==> src/rtl/fe_rx_pkg.sv <==
package fe_rx_pkg;
  localparam int NIB_W = 4;
  localparam int SYM_W = 5;

  typedef struct packed {
    logic             v;
    logic             e;
    logic [NIB_W-1:0] d;
  } nib_t;

  localparam logic [2*SYM_W-1:0] JK_PAT = 10'b11000_10001;
  localparam logic [SYM_W-1:0]   C_IDLE = 5'b11111;
  localparam logic [SYM_W-1:0]   C_T    = 5'b01101;
  localparam logic [SYM_W-1:0]   C_R    = 5'b00111;
  localparam nib_t NIB_NONE = '{v: 1'b0, e: 1'b0, d: 4'h0};
  localparam nib_t NIB_PRE  = '{v: 1'b1, e: 1'b0, d: 4'h5};
  localparam nib_t NIB_ERR  = '{v: 1'b1, e: 1'b1, d: 4'h0};

  function automatic nib_t dec_code(input logic [SYM_W-1:0] c);
    nib_t n;
    n = '{v: 1'b1, e: 1'b0, d: 4'h0};
    case (c)
      5'b11110: n.d = 4'h0;
      5'b01001: n.d = 4'h1;
      5'b10100: n.d = 4'h2;
      5'b10101: n.d = 4'h3;
      5'b01010: n.d = 4'h4;
      5'b01011: n.d = 4'h5;
      5'b01110: n.d = 4'h6;
      5'b01111: n.d = 4'h7;
      5'b10010: n.d = 4'h8;
      5'b10011: n.d = 4'h9;
      5'b10110: n.d = 4'hA;
      5'b10111: n.d = 4'hB;
      5'b11010: n.d = 4'hC;
      5'b11011: n.d = 4'hD;
      5'b11100: n.d = 4'hE;
      5'b11101: n.d = 4'hF;
      default:  n = NIB_ERR;
    endcase
    return n;
  endfunction
endpackage

==> src/rtl/fe_rx_line.sv <==
module fe_rx_line #(
  parameter int LVL_W = 2
) (
  input  logic             clk_i,
  input  logic             rst_ni,
  input  logic [LVL_W-1:0] lvl_i,
  output logic             nrz_o
);
  logic [LVL_W-1:0] lvl_q;
  logic             nrzi_q, nrzi_d_q;

  always_ff @(posedge clk_i or negedge rst_ni) begin
    if (!rst_ni) begin
      lvl_q    <= '0;
      nrzi_q   <= 1'b0;
      nrzi_d_q <= 1'b0;
      nrz_o    <= 1'b0;
    end else begin
      lvl_q    <= lvl_i;
      nrzi_q   <= (lvl_i != lvl_q);
      nrzi_d_q <= nrzi_q;
      nrz_o    <= nrzi_q ^ nrzi_d_q;
    end
  end
endmodule

==> src/rtl/fe_rx_descram.sv <==
module fe_rx_descram #(
  parameter int LFSR_W       = 11,
  parameter int LFSR_TAP     = 9,
  parameter int LOCK_BITS    = 60,
  parameter int TIMEOUT_BITS = 90250,
  parameter int IDLE_RUN     = 10
) (
  input  logic clk_i,
  input  logic rst_ni,
  input  logic nrz_i,
  output logic bit_o,
  output logic bit_v_o
);
  localparam int MC_W = $clog2(LOCK_BITS + 1);
  localparam int TC_W = $clog2(TIMEOUT_BITS + 1);
  localparam int RN_W = $clog2(IDLE_RUN + 1);

  logic [LFSR_W-1:0] s_q;
  logic              locked_q;
  logic [MC_W-1:0]   mcnt_q;
  logic [TC_W-1:0]   tcnt_q;
  logic [RN_W-1:0]   run_q;
  logic key, guess, plain, idle_seen, run_full;

  assign key       = s_q[LFSR_W-1] ^ s_q[LFSR_TAP-1];
  assign guess     = ~nrz_i;
  assign plain     = nrz_i ^ key;
  assign run_full  = (run_q == RN_W'(IDLE_RUN - 1));
  assign idle_seen = plain && run_full;

  always_ff @(posedge clk_i or negedge rst_ni) begin
    if (!rst_ni) begin
      s_q      <= '0;
      locked_q <= 1'b0;
      mcnt_q   <= '0;
      tcnt_q   <= '0;
      run_q    <= '0;
      bit_o    <= 1'b0;
      bit_v_o  <= 1'b0;
    end else begin
      bit_o   <= plain;
      bit_v_o <= locked_q;
      if (!locked_q) begin
        // acquisition: assume idle plaintext of ones
        s_q    <= {s_q[LFSR_W-2:0], guess};
        run_q  <= '0;
        tcnt_q <= '0;
        if (key == guess) begin
          if (mcnt_q == MC_W'(LOCK_BITS - 1)) begin
            locked_q <= 1'b1;
            mcnt_q   <= '0;
          end else begin
            mcnt_q <= mcnt_q + 1'b1;
          end
        end else begin
          mcnt_q <= '0;
        end
      end else begin
        s_q   <= {s_q[LFSR_W-2:0], key};
        run_q <= !plain ? '0 : (run_full ? run_q : run_q + 1'b1);
        if (idle_seen) begin
          tcnt_q <= '0;
        end else if (tcnt_q == TC_W'(TIMEOUT_BITS - 1)) begin
          tcnt_q   <= '0;
          locked_q <= 1'b0;
        end else begin
          tcnt_q <= tcnt_q + 1'b1;
        end
      end
    end
  end

  p_lock_after_run_r2: assert property (@(posedge clk_i) disable iff (!rst_ni)
    $rose(locked_q) |-> $past(mcnt_q) == MC_W'(LOCK_BITS - 1));

  p_drop_on_timeout_r3: assert property (@(posedge clk_i) disable iff (!rst_ni)
    $fell(locked_q) |-> $past(tcnt_q) == TC_W'(TIMEOUT_BITS - 1));

  p_counters_idle_unlocked_r3: assert property (@(posedge clk_i) disable iff (!rst_ni)
    (!locked_q && $past(!locked_q)) |-> (tcnt_q == '0 && run_q == '0));
endmodule

==> src/rtl/fe_rx_align.sv <==
module fe_rx_align
  import fe_rx_pkg::*;
(
  input  logic             clk_i,
  input  logic             rst_ni,
  input  logic             bit_i,
  input  logic             bit_v_i,
  output logic [NIB_W-1:0] rxd_o,
  output logic             rx_dv_o,
  output logic             rx_er_o
);
  localparam int WIN_W = 2 * SYM_W;
  localparam int PH_W  = $clog2(SYM_W);

  logic [WIN_W-1:0] win_q, win_n;
  logic [PH_W-1:0]  phase_q;
  logic             in_frame_q, saw_t_q;
  nib_t             held_q, out_q;
  logic [SYM_W-1:0] code;
  logic             start, bound;

  assign win_n = {win_q[WIN_W-2:0], bit_i};
  assign code  = win_n[SYM_W-1:0];
  assign start = bit_v_i && !in_frame_q && (win_n == JK_PAT);
  assign bound = bit_v_i && !start && (phase_q == PH_W'(SYM_W - 1));

  always_ff @(posedge clk_i or negedge rst_ni) begin
    if (!rst_ni) begin
      win_q      <= '0;
      phase_q    <= '0;
      in_frame_q <= 1'b0;
      saw_t_q    <= 1'b0;
      held_q     <= NIB_NONE;
      out_q      <= NIB_NONE;
    end else if (!bit_v_i) begin
      win_q      <= '0;
      phase_q    <= '0;
      in_frame_q <= 1'b0;
      saw_t_q    <= 1'b0;
      held_q     <= NIB_NONE;
      out_q      <= NIB_NONE;
    end else begin
      win_q <= win_n;
      if (start) begin
        in_frame_q <= 1'b1;
        saw_t_q    <= 1'b0;
        phase_q    <= '0;
        out_q      <= NIB_PRE;   // J slot
        held_q     <= NIB_PRE;   // K slot
      end else if (bound) begin
        phase_q <= '0;
        out_q   <= held_q;
        held_q  <= NIB_NONE;
        if (in_frame_q) begin
          if (saw_t_q) begin
            saw_t_q    <= 1'b0;
            in_frame_q <= 1'b0;
            if (code != C_R) out_q <= NIB_ERR;
          end else if (code == C_IDLE) begin
            in_frame_q <= 1'b0;
          end else if (code == C_T) begin
            saw_t_q <= 1'b1;
          end else begin
            held_q <= dec_code(code);
          end
        end
      end else begin
        phase_q <= phase_q + 1'b1;
      end
    end
  end

  assign rxd_o   = out_q.d;
  assign rx_dv_o = out_q.v;
  assign rx_er_o = out_q.e;

  p_unlock_clears_r12: assert property (@(posedge clk_i) disable iff (!rst_ni)
    !bit_v_i |=> !rx_dv_o);

  p_preamble_r5: assert property (@(posedge clk_i) disable iff (!rst_ni)
    start |=> (rx_dv_o && !rx_er_o && rxd_o == 4'b0101));

  p_err_has_dv_r9: assert property (@(posedge clk_i) disable iff (!rst_ni)
    rx_er_o |-> rx_dv_o);

  p_hold_slot_r6: assert property (@(posedge clk_i) disable iff (!rst_ni)
    (bit_v_i && !start && !bound) |=> $stable(out_q));
endmodule

==> src/rtl/fe_rx_decoder.sv <==
module fe_rx_decoder
  import fe_rx_pkg::*;
#(
  parameter int LVL_W        = 2,
  parameter int LFSR_W       = 11,
  parameter int LFSR_TAP     = 9,
  parameter int LOCK_BITS    = 60,
  parameter int TIMEOUT_BITS = 90250,
  parameter int IDLE_RUN     = 10
) (
  input  logic             clk_i,
  input  logic             rst_ni,
  input  logic [LVL_W-1:0] mlt3_i,
  output logic [NIB_W-1:0] rxd_o,
  output logic             rx_dv_o,
  output logic             rx_er_o
);
  logic nrz, pbit, pbit_v;

  fe_rx_line #(.LVL_W(LVL_W)) u_line (
    .clk_i (clk_i),
    .rst_ni(rst_ni),
    .lvl_i (mlt3_i),
    .nrz_o (nrz)
  );

  fe_rx_descram #(
    .LFSR_W      (LFSR_W),
    .LFSR_TAP    (LFSR_TAP),
    .LOCK_BITS   (LOCK_BITS),
    .TIMEOUT_BITS(TIMEOUT_BITS),
    .IDLE_RUN    (IDLE_RUN)
  ) u_descram (
    .clk_i  (clk_i),
    .rst_ni (rst_ni),
    .nrz_i  (nrz),
    .bit_o  (pbit),
    .bit_v_o(pbit_v)
  );

  fe_rx_align u_align (
    .clk_i  (clk_i),
    .rst_ni (rst_ni),
    .bit_i  (pbit),
    .bit_v_i(pbit_v),
    .rxd_o  (rxd_o),
    .rx_dv_o(rx_dv_o),
    .rx_er_o(rx_er_o)
  );
endmodule

==> config.mk <==
export PLATFORM = sky130hd
export DESIGN_NAME = fe_rx_decoder
export DESIGN_NICKNAME = d
export VERILOG_FILES = /design/src/rtl/fe_rx_pkg.sv /design/src/rtl/fe_rx_line.sv /design/src/rtl/fe_rx_descram.sv /design/src/rtl/fe_rx_align.sv /design/src/rtl/fe_rx_decoder.sv
export SDC_FILE = /design/constraint.sdc
export NUM_CORES = 1
export LEC_CHECK = 0
export BUFFER_PORTS_ARGS = -buffer_cell sky130_fd_sc_hd__buf_4
export CAP_MARGIN = 20
export CORE_MARGIN = 3
export CORE_UTILIZATION = 50
export CTS_CLUSTER_DIAMETER = 50
export CTS_CLUSTER_SIZE = 8
export DETAILED_ROUTE_END_ITERATION = 10
export GPL_TIMING_DRIVEN = 0
export PLACE_DENSITY = 0.65
export SETUP_SLACK_MARGIN = 0.3
export SYNTH_ARGS = -nofsm -noshare
export SYNTH_HDL_FRONTEND = slang
export SYNTH_SLANG_ARGS = --single-unit
==> constraint.sdc <==
create_clock -name clk_i -period 2.6 [get_ports clk_i]
set_input_delay 0.52 -clock clk_i [delete_from_list [all_inputs] [get_ports clk_i]]
set_output_delay 0.52 -clock clk_i [all_outputs]
set_load 0.02 [all_outputs]
; ---- Word-level counts from Yosys, hierarchy flattened
; Cells that the tools add are included.
; W data, S select, Z words.
[classes]
addsub = 4
n_mul = 0
div_mod_pow = 0
order_cmp = 0
n_eq_ne = 29
n_shift = 0
mux = 46
bitwise = 4
reduce_logical = 9
[ops]
columns = cell, count
row1 = $mux W6, 15
row2 = $eq A5 B5 Y1 const B, 12
row3 = $pmux W4 S15, 1
row4 = $mux W17, 3
row5 = $eq A5 B4 Y1 const B, 6
row6 = $mux W1, 20
row7 = $add A17 B1 Y17 const B, 1
row8 = $eq A17 B17 Y1 const B, 1
row9 = $reduce_or A16 Y1, 1
row10 = $mux W4, 3
row11 = $eq A10 B10 Y1 const B, 1
row12 = $mux W3, 3
row13 = $mux W9, 1
row14 = $add A6 B1 Y6 const B, 1
row15 = $eq A6 B6 Y1 const B, 1
row16 = $ne A3 B1 Y1 const B, 2
row17 = $logic_and A1 B1 Y1, 5
row18 = $ne A5 B3 Y1 const B, 1
row19 = $add A4 B1 Y4 const B, 1
row20 = $eq A4 B4 Y1 const B, 1
row21 = $add A3 B1 Y3 const B, 1
row22 = $eq A3 B3 Y1 const B, 1
row23 = $ne A3 B3 Y1 const B, 1
row24 = $xor A1 B1 Y1, 3
row25 = 5 further kinds, 6
[totals]
ff_bits = 72
latch_bits = 0
mem_bits_rw = 0
mem_bits_ro = 0
input_bits = 4
output_inout_bits = 6
memories = 0

; ---- Logic depth before layout (Yosys ltp)
[depth]
word_depth = 10
ltp_mapped = 7
depth_no_buf = 6

; ---- Hierarchy
; A second synthesis with hierarchy kept.
[hier_totals]
cells_unflattened = 288
area_unflattened_um2 = 3189.3
[by_module_without_submodules]
columns = mod, n_inst, cells_per_inst, area_per_inst_um2
row1 = fe_rx_descram, 1, 163, 1803.0
row2 = fe_rx_align, 1, 116, 1231.2
row3 = fe_rx_line, 1, 9, 155.1

; ---- Worst setup path before layout
; No wires, ideal clock.
[synth_timing]
path_kind = register to register
from = register u_align.win_q[1]
to = register u_align.held_q[1] (netlist name)
arrival_ns = 1.707
t_required_ns = 2.475
setup_slack_ns = 0.768
path_stages_with_launch = 6
n_path_buf = 1
period_less_slack_ns = 1.832
path_cell_list = dfrtp_1 buf_2 or4_4 o31ai_4 nor2_2 mux2_4
[synth_between]
elab_chain_len = 9
word_cells_on_any_way = 31
classes_between = 19 x eq/ne / 8 x mux / 4 x reduce/logical
[synth_lines]
columns = item, line_no
row1 = from (decl), fe_rx_align.sv:15  ; logic [WIN_W-1:0] win_q, win_n;
row2 = from (signal assigned), fe_rx_align.sv:43  ; win_q <= win_n;
row3 = $eq A5 B5 Y1 or $eq A5 B4 Y1 (tied branches), fe_rx_pkg.sv:22  ; case (c)
row4 = $pmux W4 S15, fe_rx_pkg.sv:22
row5 = $mux W6, fe_rx_align.sv:61  ; end else if (code == C_T) begin
row6 = $mux W6, fe_rx_align.sv:59  ; end else if (code == C_IDLE) begin
row7 = $mux W6, fe_rx_align.sv:55  ; if (saw_t_q) begin
row8 = $mux W6, fe_rx_align.sv:54  ; if (in_frame_q) begin
row9 = $mux W6, fe_rx_align.sv:50  ; end else if (bound) begin
row10 = $mux W6, fe_rx_align.sv:44  ; if (start) begin
row11 = $mux W6, fe_rx_align.sv:35  ; end else if (!bit_v_i) begin
row12 = to (signal assigned), fe_rx_align.sv:64  ; held_q <= dec_code(code);
row13 = to (decl), fe_rx_align.sv:18  ; nib_t held_q, out_q;
; Several ways; a longest one is shown, not always the timed one. The select of a mux whose other input is x is not followed.
; A chain may end at the register's enable or synchronous reset.

; ---- Worst setup path in the final report
; Same ends and word-level chain as after synthesis.

==> results.cfg <==
[outcome]
status = finished, final reports clean

[layout]
area_growth_pct = 11.3
final_core_util_pct = 58.4
fin_area_um2 = 3520
layout-drive-gt1-share_pct = 10.2
fillCellCount = 516
diodes = 0
nNetsFinal = 319

[detailed_routing]
drtIter0Drc = 95
routed-wl-met3_um = 221
remaining_drc_errors = 0
route.met2.wl_mm = 2.63
wl_mm = 5.39
wire_per_inst_um = 13.9
top_layer = met4
postRouteAntennaNets = 0
via_per_inst = 5.34
first_pass_iters = 4
vias = 2071
met1_length_mm = 2.51

[clock_tree]
clock_latency_ps = 340
cts_setup_buffers = 0
cts_tree = yes
clockBufferDepth = 2
cts_resized = 0
ctsRootBufferMaster = clkbuf_8
clk_pin_slew_worst_paths_ps = 80
ctsHoldBuffers = 0
cts_sinks = 72
htree_levels = 3
cts-buffers-inserted = 9

[power_and_ir_drop]
leakagePower_nw = 1.43
irDropWorstVdd_mv = 0.438
finalPower_w = 0.00223
power_density_nw_per_um2 = 633

[timing]
tightest_slew_ps = 878
slew_viol_final = 0
rsz0062_at_grt = false
post-route-period-util_pct = 76.8
hold_viol = 0
final.setup.tns_ps = 0
skew_ps = 5.53
relSlewSlack_pct = 41.4
finalSetupViolations = 0
max_clock_freq_mhz = 500
min_period_ps = 2000

[synthesis]
synth_flop_cell = dfrtp_1
synthCells = 288
synth-seq-cells = 72
avgSynthCellArea_um2 = 11.0
synthTopCellsByArea = dfrtp_1 (57%), xnor2_1 (5.8%), nor2_1 (4.0%)
synth-edff-count = 0
synth_top_area_cell = dfrtp_1
async_flop_share_pct = 100
synth_top_area_share_pct = 57.0
yosys.cell_types.count = 43
syn_area_um2 = 3160
ys_seq_area_share_pct = 57.0
synthesis.nets = 299
yosysWarnings = 0

[setup_path]
required_ps = 2830
slowest_delay_ps = 510
path_cells = buf_2, or4_4, o31ai_4, nor2_2, mux2_4
timing.rr.end = u_align.held_q[1]
crit_start = u_align.win_q[1]
r2r_cells = 5
cpMaxStageDelayCell = or4_4
endpoint = u_align.held_q[1]
reg2reg_slack_ps = 600
path_class = flip-flop to flip-flop
cp-start-kind = flip-flop
end_kind = flip-flop
cp.arrival_ps = 2220
path_max_fanout = 10
r2r-start = u_align.win_q[1]

[floorplan]
row_count = 28
num_io_pins = 10
die-area_um2 = 7310
floorplan.initialDensity_pct = 52.5
die_y_um = 85.5
core-area_um2 = 6030
die_x_um = 85.5

[placed_design]
dp_hpwl_mm = 3.59
routabilityCongestion = 0.789
portBuffers = 9
place_area_um2 = 3320

[min_path]
hold_class = primary input to asynchronous set/reset pin

[global_route]
antenna_found_initial = 0
grt_pass1_wl_mm = 9.93
grt_remaining_overflow = 0
grt_pass1_vias = 2088
grt.total_usage_pct = 17.3
grt_start_max_net_pins = 73

[run]
max_cap_violations = 0
## per-layer routing
layer  track usage (%)  vias to the layer above
met1              23.1                     1003
met2              27.1                       38
met4              4.75                        0
met5                 0                        -
li1                  -                     1026
met3              6.05                        4
## placed cells by master (no fill, tap or decap), types with 4 or more instances in the layout
cell	Yosys	layout
buf_4	0	9
a31oi_1	5	5
nand3_1	13	13
inv_1	10	10
nor2_1	34	34
nor4_1	4	4
o21ai_0	6	6
clkbuf_1	8	8
a21oi_1	11	11
nand2_1	26	26
and2_1	11	11
xnor2_1	21	21
nor3_1	6	6
clkbuf_8	0	9
dfrtp_1	72	72
ha_1	7	7
xor2_1	7	7
## flip-flops by register name (all words and copies together) (netlist names)
register            count
u_align.rxd_o           4
u_align.in_frame_q      1
u_align.saw_t_q         1
u_align.phase_q         3
u_descram.s_q          11
u_descram.bit_v_o       1
u_line.nrz_o            1
u_descram.run_q         4
u_descram.tcnt_q       17
u_align.win_q           9
u_line.lvl_q            2
u_descram.mcnt_q        6
u_descram.bit_o         1
u_line.nrzi_d_q         1
u_align.rx_dv_o         1
u_line.nrzi_q           1
u_align.rx_er_o         1
u_align.held_q          6
u_descram.locked_q      1
## logic make-up after synthesis
kind of cell	count (synthesis)	share of synthesized area (%)
multiplexers	3	1.11
buffers and inverters	20	2.41
AND/OR/NAND/NOR	121	20.5
AO/OA/AOI/OAI	36	7.72
flip-flops	72	57.0
XOR/XNOR	29	8.51
adder cells (fa/ha/maj)	7	2.77
## Yosys cell counts, drive strengths merged, types with 3 or more instances
library cell,n
xnor2,21
nand3,13
nor2b,3
a32oi,3
o2bb2ai,3
nand4b,3
a21oi,11
nor3,6
or3,3
nor2,35
ha,7
nor4,4
clkbuf,8
dfrtp,72
inv,10
a31oi,5
xor2,7
o21ai,6
and2,11
nand2,26
## critical path: cells and delay by family (launching register included)
family	cells	cell delay, ps
flops	1	360
simple gates	2	600
buf+inv	1	170
compound gates	1	460
mux	1	310
## through the flow
step	setup WS, ps	hold slack [ps]	cells
after floorplan	768	224	288
after global placement	596	335	372
after detailed placement	533	338	372
after CTS	526	282	388
after global routing	337	275	388
final	602	300	388
## final cells by class
cell class	count	area, µm²	area share (%)
plain buffers	10	38.8	1.10
inverters	10	37.5	1.07
multi-input cells	196	1280	36.5
flip-flops and latches	72	1800	51.2
clock inverters	7	72.6	2.06
well taps	75	93.8	2.67
repair buffers	9	67.6	1.92
clock buffers	9	124	3.52
## where the power goes
group	switching, W	internal, W	total, W
sequential	0.0000520	0.00119	0.00124
clock	0.000412	0.000442	0.000854
combinational	0.0000782	0.0000547	0.000133
total	0.000542	0.00169	0.00223
## how the worst min path moves through the flow
stage                                start                end  depth (start not counted)
after global placement    u_descram.s_q[9]  u_descram.s_q[10]                          0
after floorplan                     rst_ni  u_align.held_q[0]                          0
final                               rst_ni   u_descram.s_q[6]                          1
after detailed placement  u_descram.s_q[1]   u_descram.s_q[2]                          0
after CTS                        mlt3_i[1]    u_line.lvl_q[1]                          1
after global routing             mlt3_i[0]    u_line.lvl_q[0]                          1
(Power assumes the default switching activity.)
